`src/rtl/rdiv_pkg.sv`:
```
package rdiv_pkg;

  typedef enum logic [2:0] {
    ST_IDLE,
    ST_ABS,
    ST_NORM,
    ST_ITER,
    ST_FIX
  } rdiv_state_e;

  // Operand width in bits for a size code, clamped to the datapath width.
  function automatic int size_bits(input logic [1:0] code, input int xlen);
    int b;
    b = 8 << code;
    return (b > xlen) ? xlen : b;
  endfunction

endpackage

```
`src/rtl/rdiv_ext.sv`:
```
// Keeps the low size-bits of a value and extends them to the full width.
module rdiv_ext #(
  parameter int W = 64
) (
  input  logic [W-1:0] val,
  input  logic [1:0]   size,
  input  logic         is_signed,
  output logic [W-1:0] ext
);
  import rdiv_pkg::*;

  int          nb;
  logic [W-1:0] keep;
  logic         sbit;

  always_comb begin
    nb   = size_bits(size, W);
    keep = (nb >= W) ? '1 : ((W'(1) << nb) - W'(1));
    sbit = 1'b0;
    for (int i = 0; i < W; i++) begin
      if (i == nb - 1) sbit = val[i];
    end
    ext = (is_signed && sbit) ? (val | ~keep) : (val & keep);
  end

endmodule

```
`src/rtl/rdiv_lzc.sv`:
```
// Leading-zero count; an all-zero input yields W.
module rdiv_lzc #(
  parameter  int W  = 64,
  localparam int CW = $clog2(W + 1)
) (
  input  logic [W-1:0]  val,
  output logic [CW-1:0] zeros
);

  always_comb begin
    zeros = CW'(W);
    for (int i = 0; i < W; i++) begin
      if (val[i]) zeros = CW'(W - 1 - i);
    end
  end

endmodule

```
`src/rtl/rdiv_step.sv`:
```
// One radix-4 restoring step: shifts two dividend bits into the partial
// remainder and picks the largest digit 0..3 whose multiple fits.
module rdiv_step #(
  parameter int W = 64
) (
  input  logic [W-1:0] rem_i,
  input  logic [1:0]   bits_i,
  input  logic [W-1:0] den_i,
  output logic [W-1:0] rem_o,
  output logic [1:0]   dig_o
);
  localparam int EW = W + 2;

  logic [EW-1:0] pp, d1, d2, d3;

  always_comb begin
    pp = {rem_i, bits_i};
    d1 = {2'b00, den_i};
    d2 = d1 << 1;
    d3 = d1 + d2;
    if (pp >= d3) begin
      dig_o = 2'd3;
      rem_o = W'(pp - d3);
    end else if (pp >= d2) begin
      dig_o = 2'd2;
      rem_o = W'(pp - d2);
    end else if (pp >= d1) begin
      dig_o = 2'd1;
      rem_o = W'(pp - d1);
    end else begin
      dig_o = 2'd0;
      rem_o = W'(pp);
    end
  end

endmodule

```
`src/rtl/rdiv_radix4.sv`:
```
module rdiv_radix4 #(
  parameter  int XLEN = 64,
  localparam int CW   = $clog2(XLEN + 1)
) (
  input  logic            clk,
  input  logic            rst_n,
  input  logic            start,
  input  logic [XLEN-1:0] dividend,
  input  logic [XLEN-1:0] divisor,
  input  logic [1:0]      op_size,
  input  logic            op_signed,
  input  logic            op_rem,
  output logic            busy,
  output logic            done,
  output logic [XLEN-1:0] result,
  output logic            div_zero
);
  import rdiv_pkg::*;

  localparam int W = XLEN;

  // reset: asserted asynchronously, released on the clock
  logic [1:0] rst_pipe;
  logic       rst_i_n;

  always_ff @(posedge clk or negedge rst_n) begin
    if (!rst_n) rst_pipe <= 2'b00;
    else        rst_pipe <= {rst_pipe[0], 1'b1};
  end
  assign rst_i_n = rst_pipe[1];

  // state
  rdiv_state_e st_q, st_d;
  logic        done_d, dzo_d;
  logic [W-1:0] res_d;

  logic [W-1:0] x_q, y_q, x_d, y_d;
  logic [1:0]   sz_q, sz_d;
  logic         sgn_q, sgn_d, rsel_q, rsel_d;
  logic [W-1:0] num_q, num_d, den_q, den_d, rem_q, rem_d, quo_q, quo_d;
  logic [CW-1:0] cnt_q, cnt_d;
  logic         nq_q, nq_d, nr_q, nr_d, dz_q, dz_d;
  logic         dp_en;

  // operand formatting and magnitude
  logic [W-1:0] a_ext, b_ext, a_mag, b_mag;
  logic         a_neg, b_neg;

  rdiv_ext #(.W(W)) u_ext_a (.val(x_q), .size(sz_q), .is_signed(sgn_q), .ext(a_ext));
  rdiv_ext #(.W(W)) u_ext_b (.val(y_q), .size(sz_q), .is_signed(sgn_q), .ext(b_ext));

  always_comb begin
    a_neg = sgn_q & a_ext[W-1];
    b_neg = sgn_q & b_ext[W-1];
    a_mag = a_neg ? (W'(0) - a_ext) : a_ext;
    b_mag = b_neg ? (W'(0) - b_ext) : b_ext;
  end

  // normalisation
  logic [CW-1:0] lz_num, lz_den, span, n_iter;
  logic [CW:0]   span_p2, sh_lo, sh_hi;

  rdiv_lzc #(.W(W)) u_lzc_num (.val(num_q), .zeros(lz_num));
  rdiv_lzc #(.W(W)) u_lzc_den (.val(den_q), .zeros(lz_den));

  always_comb begin
    span    = lz_den - lz_num;
    span_p2 = {1'b0, span} + (CW+1)'(2);
    n_iter  = span_p2[CW:1];
    sh_lo   = {n_iter, 1'b0};
    sh_hi   = (CW+1)'(W) - sh_lo;
  end

  // iteration step
  logic [W-1:0] step_rem;
  logic [1:0]   step_dig;

  rdiv_step #(.W(W)) u_step (
    .rem_i (rem_q),
    .bits_i(num_q[W-1:W-2]),
    .den_i (den_q),
    .rem_o (step_rem),
    .dig_o (step_dig)
  );

  // sign fix and output formatting
  logic [W-1:0] q_fix, r_fix, res_raw, res_fmt;

  always_comb begin
    q_fix = nq_q ? (W'(0) - quo_q) : quo_q;
    r_fix = nr_q ? (W'(0) - rem_q) : rem_q;
    if (dz_q) res_raw = rsel_q ? a_ext : '1;
    else      res_raw = rsel_q ? r_fix : q_fix;
  end

  rdiv_ext #(.W(W)) u_ext_res (.val(res_raw), .size(sz_q), .is_signed(sgn_q), .ext(res_fmt));

  // next state
  always_comb begin
    st_d   = st_q;
    done_d = 1'b0;
    dzo_d  = div_zero;
    res_d  = result;
    x_d    = x_q;
    y_d    = y_q;
    sz_d   = sz_q;
    sgn_d  = sgn_q;
    rsel_d = rsel_q;
    num_d  = num_q;
    den_d  = den_q;
    rem_d  = rem_q;
    quo_d  = quo_q;
    cnt_d  = cnt_q;
    nq_d   = nq_q;
    nr_d   = nr_q;
    dz_d   = dz_q;
    unique case (st_q)
      ST_IDLE: begin
        if (start) begin
          st_d   = ST_ABS;
          x_d    = dividend;
          y_d    = divisor;
          sz_d   = op_size;
          sgn_d  = op_signed;
          rsel_d = op_rem;
        end
      end
      ST_ABS: begin
        num_d = a_mag;
        den_d = b_mag;
        nq_d  = a_neg ^ b_neg;
        nr_d  = a_neg;
        st_d  = ST_NORM;
      end
      ST_NORM: begin
        dz_d  = (den_q == '0);
        quo_d = '0;
        if ((den_q == '0) || (num_q < den_q)) begin
          rem_d = num_q;
          st_d  = ST_FIX;
        end else begin
          rem_d = num_q >> sh_lo;
          num_d = num_q << sh_hi;
          cnt_d = n_iter;
          st_d  = ST_ITER;
        end
      end
      ST_ITER: begin
        num_d = {num_q[W-3:0], 2'b00};
        rem_d = step_rem;
        quo_d = {quo_q[W-3:0], step_dig};
        cnt_d = cnt_q - CW'(1);
        if (cnt_q == CW'(1)) st_d = ST_FIX;
      end
      ST_FIX: begin
        res_d  = res_fmt;
        dzo_d  = dz_q;
        done_d = 1'b1;
        st_d   = ST_IDLE;
      end
      default: st_d = ST_IDLE;
    endcase
  end

  assign dp_en = (st_q != ST_IDLE) || start;

  // control and output registers
  always_ff @(posedge clk or negedge rst_i_n) begin
    if (!rst_i_n) begin
      st_q     <= ST_IDLE;
      done     <= 1'b0;
      div_zero <= 1'b0;
      result   <= '0;
    end else begin
      st_q <= st_d;
      done <= done_d;
      if (st_q == ST_FIX) begin
        div_zero <= dzo_d;
        result   <= res_d;
      end
    end
  end

  // datapath registers, no reset
  always_ff @(posedge clk) begin
    if (dp_en) begin
      x_q    <= x_d;
      y_q    <= y_d;
      sz_q   <= sz_d;
      sgn_q  <= sgn_d;
      rsel_q <= rsel_d;
      num_q  <= num_d;
      den_q  <= den_d;
      rem_q  <= rem_d;
      quo_q  <= quo_d;
      cnt_q  <= cnt_d;
      nq_q   <= nq_d;
      nr_q   <= nr_d;
      dz_q   <= dz_d;
    end
  end

  assign busy = (st_q != ST_IDLE);

endmodule

```
`config.mk`:
```
export PLATFORM = sky130hd
export DESIGN_NAME = rdiv_radix4
export DESIGN_NICKNAME = d
export VERILOG_FILES = /design/src/rtl/rdiv_pkg.sv /design/src/rtl/rdiv_ext.sv /design/src/rtl/rdiv_lzc.sv /design/src/rtl/rdiv_step.sv /design/src/rtl/rdiv_radix4.sv
export SDC_FILE = /design/constraint.sdc
export NUM_CORES = 2
export LEC_CHECK = 0
export BUFFER_PORTS_ARGS = -buffer_cell sky130_fd_sc_hd__buf_2
export CAP_MARGIN = 20
export CORE_MARGIN = 8
export CORE_UTILIZATION = 39
export DETAILED_ROUTE_END_ITERATION = 10
export PLACE_DENSITY = 0.6
export SYNTH_ARGS = -nofsm -noshare
export SYNTH_HDL_FRONTEND = slang
export SYNTH_SLANG_ARGS = --single-unit
```
`constraint.sdc`:
```
create_clock -name clk -period 2.22 [get_ports clk]
set_input_delay 0.666 -clock clk [delete_from_list [all_inputs] [get_ports clk]]
set_output_delay 0.666 -clock clk [all_outputs]
set_load 0.02 [all_outputs]
```
# ---- Word level (Yosys, flattened, before mapping)
# Index checks and enable logic that the tools add are counted.
# W data, S select, Z words.
dict set report classes {
  addsub 14
  multipliers 0
  n_div 0
  n_lt_le_gt_ge 6
  eq_ne 71
  shift 4
  muxes 350
  n_bitwise 10
  reduce_logical 18
}
# cell count
set ops {}
lappend ops {{$eq A7 B32 Y1 const A} 32}
lappend ops {{$mux W64} 16}
lappend ops {{$mux W7} 129}
lappend ops {{$eq A6 B32 Y1 const A} 16}
lappend ops {{$eq A5 B32 Y1 const A} 8}
lappend ops {{$pmux W64 S2} 2}
lappend ops {{$sub A1 B64 Y64 const A} 4}
lappend ops {{$mux W1} 194}
lappend ops {{$and A64 B64 Y64} 3}
lappend ops {{$or A64 B64 Y64} 3}
lappend ops {{$pmux W64 S3} 1}
lappend ops {{$sub A64 B64 Y64} 3}
lappend ops {{$eq A4 B32 Y1 const A} 4}
lappend ops {{$add A64 B65 Y66} 1}
lappend ops {{$ge A66 B64 Y1} 1}
lappend ops {{$ge A66 B65 Y1} 1}
lappend ops {{$ge A66 B66 Y1} 1}
lappend ops {{$eq A3 B32 Y1 const A} 2}
lappend ops {{$logic_not A64 Y1} 1}
lappend ops {{$lt A64 B64 Y1} 1}
lappend ops {{$not A64 Y64} 1}
lappend ops {{$shl A1 B32 Y64 const A} 1}
lappend ops {{$shl A64 B8 Y64} 1}
lappend ops {{$shr A64 B8 Y64} 1}
lappend ops {{30 further kinds} 46}
dict set report totals {
  register_bits 469
  latchBits 0
  ram_bits 0
  romBits 0
  input_bits 135
  output_inout_bits 67
  elab_cells 491
  mem_count 0
}

# ---- Depth between registers and ports, before layout
dict set report depth {
  depth_word 139
  mapped_depth 35
}

# ---- Modules after synthesis
# A second synthesis with hierarchy kept.
dict set report hier_totals {
  hier_cells 6656
  area_unflattened_um2 52985.8
}
# module instances cells_per_inst area_each_um2 seq_area_each_um2
set by_module_without_submodules {}
lappend by_module_without_submodules {rdiv_radix4 1 3325 32044.5 13728.2}
lappend by_module_without_submodules {rdiv_step 1 2611 17003.8 0.0}
lappend by_module_without_submodules {rdiv_ext 3 142 739.5 0.0}
lappend by_module_without_submodules {rdiv_lzc 2 147 859.6 0.0}

# ---- Least setup slack after synthesis
# No wires, ideal clock.
dict set report synth_path {
  path_type {flip-flop to flip-flop}
  from {register den_q[1]}
  to {register num_q[37] (data pin)}
  setup_time_ps 266
  arrival_ps 7597
  required_time_ps 1954
  slack_ps -5643
  stages_incl_launch_ff 35
  path_buffers 9
  period_less_slack_ps 7863
  cell_sequence {edfxtp_1 > inv_1 > ha_1 > nor3_1 > o311ai_0 > a311oi_1 > o311ai_0 > a311oi_1 > o311ai_0 > a311oi_1 > o311ai_0 > a311oi_1 > nor3_1 > o311a_1 > o21ai_0 > nand3_1 > fa_1 > inv_1 > clkbuf_1 > buf_1 > clkbuf_1 > clkbuf_1 > ha_1 > clkbuf_1 > buf_1 > buf_1 > clkbuf_1 > clkbuf_1 > a21oi_1 > o21ai_0 > nor2_1 > a21oi_1 > o21ai_0 > a31oi_1 > o21ai_0}
}
dict set report synth_between {
  elab_chain_len 69
}
# item line_no
set synth_rtl {}
lappend synth_rtl {{from (decl)} rdiv_radix4.sv:40} ;# logic [W-1:0] num_q, num_d, den_q, den_d, rem_q, rem_d, quo_q, quo_d;
lappend synth_rtl {{from (signal assigned)} rdiv_radix4.sv:193} ;# den_q <= den_d;
lappend synth_rtl {{$mux W7 (63 in series)} rdiv_lzc.sv:13} ;# if (val[i]) zeros = CW'(W - 1 - i);
lappend synth_rtl {{$sub A7 B7 Y7} rdiv_radix4.sv:67} ;# span = lz_den - lz_num;
lappend synth_rtl {{$add A7 B2 Y8} rdiv_radix4.sv:68} ;# span_p2 = {1'b0, span} + (CW+1)'(2);
lappend synth_rtl {{$sub A7 B8 Y8} rdiv_radix4.sv:71} ;# sh_hi = (CW+1)'(W) - sh_lo;
lappend synth_rtl {{$shl A64 B8 Y64} rdiv_radix4.sv:143} ;# num_d = num_q << sh_hi;
lappend synth_rtl {{$mux W64} rdiv_radix4.sv:138} ;# if ((den_q == '0) || (num_q < den_q)) begin
lappend synth_rtl {{$pmux W64 S3} rdiv_radix4.sv:117} ;# unique case (st_q)
lappend synth_rtl {{net num_d[37]} rdiv_radix4.sv:40}
lappend synth_rtl {{to (signal assigned)} rdiv_radix4.sv:192} ;# num_q <= num_d;
lappend synth_rtl {{to (decl)} rdiv_radix4.sv:40}
# The timed path passes the listed nets, and every way through them passes these cells. The select of a mux whose other input is x is not followed.
# A chain may end at the register's enable or synchronous reset.

# ---- Worst setup path in the final report
dict set report layout_path {
  from {register den_q[1]}
  to {register num_q[46] (data pin)}
}
# Same word-level chain as after synthesis.

==> metrics <==
Crit path depth 34; CP Buf/Inv Count 6; Synth Area in Compound Gates roughly 27%; # fillers between 10,000 and 15,000; Post-Syn Area about 0.05 mm^2; CP top delay family compound AO/OA/AOI/OAI gates; failing checks negative setup slack; Final Hold Viols 0; Post-DP Area a little over 0.07 mm^2; crit path from den_q[1]; Synth area leader edfxtp_1; fmax about 140 MHz; Crit. End Element flip-flop; Async S/R FF share, synth about 15%; final instance area roughly 0.08 mm^2; clk sinks roughly 470; Critical R2R Capture num_q[46]; CTS H-tree lvls 2; Slew Limit Fails 0; cell with the most instances after synthesis a21oi_1; clk buf depth 3; CTS Buf Count 56; CP max stage delay 0.51 ns; Avg Vias per Cell a little over 6; area grow syn2layout 56.0%; setup ws final -4.90 ns; worst min-delay path class in2reg; Critical Path AT roughly 7.6 ns; Mean Syn Cell Area between 8 and 9 um^2; Synth Flop Type edfxtp_1; Synth Area in XOR/XNOR ~8.3%; Critical Path RT 2.66 ns; DRT antenna net count 0; Yosys top cell area share about a quarter; Period minus WS final between 7 and 8 ns; first-pass GRT wire length between 400,000 and 500,000 um; period utilisation layout 321%; Adder-Cell Fraction of Synth Area 9.36%; Slowest-stage cell, CP fa_4; kind of critical path reg2reg; number of global-route vias before repair approximately 59,000; Inst Count DP ~10,000; Seq/Total Area, Yosys a little over a quarter; initial antenna violation count 16; worst slew pin tran 0.893 ns; Total Wirelength around 310,000 um; Total GRT Usage between 40% and 50%; clock latency on the worst-skew pair 0.71 ns; Vert. Die Dim ~370 um; Die X approximately 370 um; Mapped Cells 6,125; status complete, but fails checks; Setup crit start kind flip-flop; post-synth cell types 92; Synth Warn # 0; CTS clk-pin slew, worst paths about 0.06 ns; die area between 0.1 and 0.15 mm^2; Pre-Repair DR Iteration Count 8; Setup crit end num_q[46]; EDFF count, synth ~400; multiplexer area fraction after synthesis 5.48%; Root Buffer Master clkbuf_16; hpwl dp about 250,000 um; setup violators final roughly 430; ratio of cells with drive above 1 in the final layout about 40%; gp weighted congestion roughly 1.1; utilization after layout roughly 60%; Max-Cap Viols 0; FP Rows 131; core box area between 0.1 and 0.15 mm^2; reg-to-reg startpoint den_q[1]; largest net degree at the start of global routing 90; I/O Buffers 201; top post-synthesis cells by count 572 x a21oi_1, 566 x nor2_1, 503 x nand2_1; R2R depth 34; Worst Path Max Fanout 4; DRT iter0 DRCs around 8,000; total number of vias roughly 63,000; aggregate global routing overflow 0; FF+latch count, synth 469; Final nets 9,080; pre-CTS WS -6.39 ns; reg2reg setup slack -4.90 ns; Slew Limit Headroom about two fifths; Ports 202; Synth Area in Simple Gates a little under a fifth; post-synthesis net count 6,632; WL per Instance a little under 30 um; clock skew a little over 0.09 ns; cell mode on critical path a311oi_2; CTS tree yes; Synth area leaders edfxtp_1 24%, ha_1 9.2%, a21oi_1 5.7%, xnor2_1 4.6%, o21ai_0 4.5%; Initial Util between 30 and 40%; largest family of logic cells by synthesized area compound AO/OA/AOI/OAI gates; DRC viols 0; Cell Count, Final, Fillers Out approximately 10,000; RSZ-0062 raised after global routing yes
sequential cells by signal, summed over array words and instances (netlist names):
register / cells
den_q: 64
num_q: 64
quo_q: 64
rem_q: 64
result: 64
x_q: 64
y_q: 64
cnt_q: 7
st_q: 3
rst_pipe: 2
sz_q: 2
div_zero: 1
done: 1
dz_q: 1
nq_q: 1
nr_q: 1
rsel_q: 1
sgn_q: 1
cell families (layout without fill, tap and decap cells):
logic type,count (synthesis),in the layout
AO/OA/AOI/OAI,2091,2091
AND/OR/NAND/NOR,1937,1937
buffers and inverters,534,3028
XOR/XNOR,472,472
flip-flops,469,469
adder cells (fa/ha/maj),372,372
multiplexers,249,249
other,1,4
timing repair:
item                       4_1_cts  5_1_grt
setup endpoints to repair      340      426
hold endpoints to repair         2        0
cloned                           5       12
gates resized for setup        341      355
pin swaps                      112      141
hold buffers                     1        0
buffers inserted                77       56
placed cells by master, fill, tap and decap left out, drive strengths merged, types with 95 or more instances in the layout:
cell and instances:
a21o 175, a21oi 572, and2 95, buf 2736, edfxtp 398, ha 367
inv 173, mux2i 181, nand2 503, nand3 141, nor2 568, nor3 156
o21ai 452, xnor2 262, xor2 208
metal layers:
layer / part of all wire [%] / vias to the layer above / GRT usage, % / wire length [um]
li1: - / 27976 / - / -
met1: 39 / 30305 / 52.6 / 119000
met2: 42 / 3679 / 63.2 / 129000
met3: 11 / 840 / 8.77 / 32900
met4: 8.5 / 8 / 25.7 / 26000
met5: 0.019 / - / 0 / 57
worst min path at each step:
stage                             from           to  slack (ns)  cells after the start
final                     dividend[50]      x_q[50]        0.14                      1
after global placement     rst_pipe[1]         done        0.28                      0
after global routing            op_rem       rsel_q        0.12                      1
after detailed placement   rst_pipe[1]         done        0.28                      0
after CTS                       op_rem       rsel_q        0.11                      1
after floorplan            rst_pipe[0]  rst_pipe[1]        0.33                      0
layout make-up:
class | count | area [um^2] | share of cell area (%)
repair buffers | 2751 | 22200 | 28.4
inverters | 173 | 661 | 0.844
multi-input cells | 5122 | 37600 | 48.1
flip-flops and latches | 469 | 13700 | 17.5
diodes | 3 | 7.51 | 0.00959
clock buffers | 73 | 1510 | 1.92
clock inverters | 31 | 477 | 0.609
well taps | 1662 | 2080 | 2.66
per-stage QoR:
| stage | hold slack [ns] | TNS [ns] |
|---|---|---|
| after floorplan | 0.331 | -1721.44 |
| after global placement | 0.278 | -1167.47 |
| after detailed placement | 0.277 | -1163.69 |
| after CTS | 0.113 | -1058.92 |
| after global routing | 0.124 | -1106.32 |
| final | 0.142 | -1055.67 |
worst reg2reg max path, delay by kind of cell, from the launching register on:
| kind | cells | cell delay [ns] |
|---|---|---|
| buffers and inverters | 6 | 0.80 |
| AOI/OAI and AO/OA | 16 | 3.63 |
| and+or+nand+nor | 8 | 0.92 |
| adders and majority gates | 2 | 0.67 |
| xor gates and xnor gates | 2 | 0.55 |
| DFF | 1 | 0.37 |
Power is not shown: default switching activity piles up to over one toggle a cycle in this logic, so the estimate is an artifact.
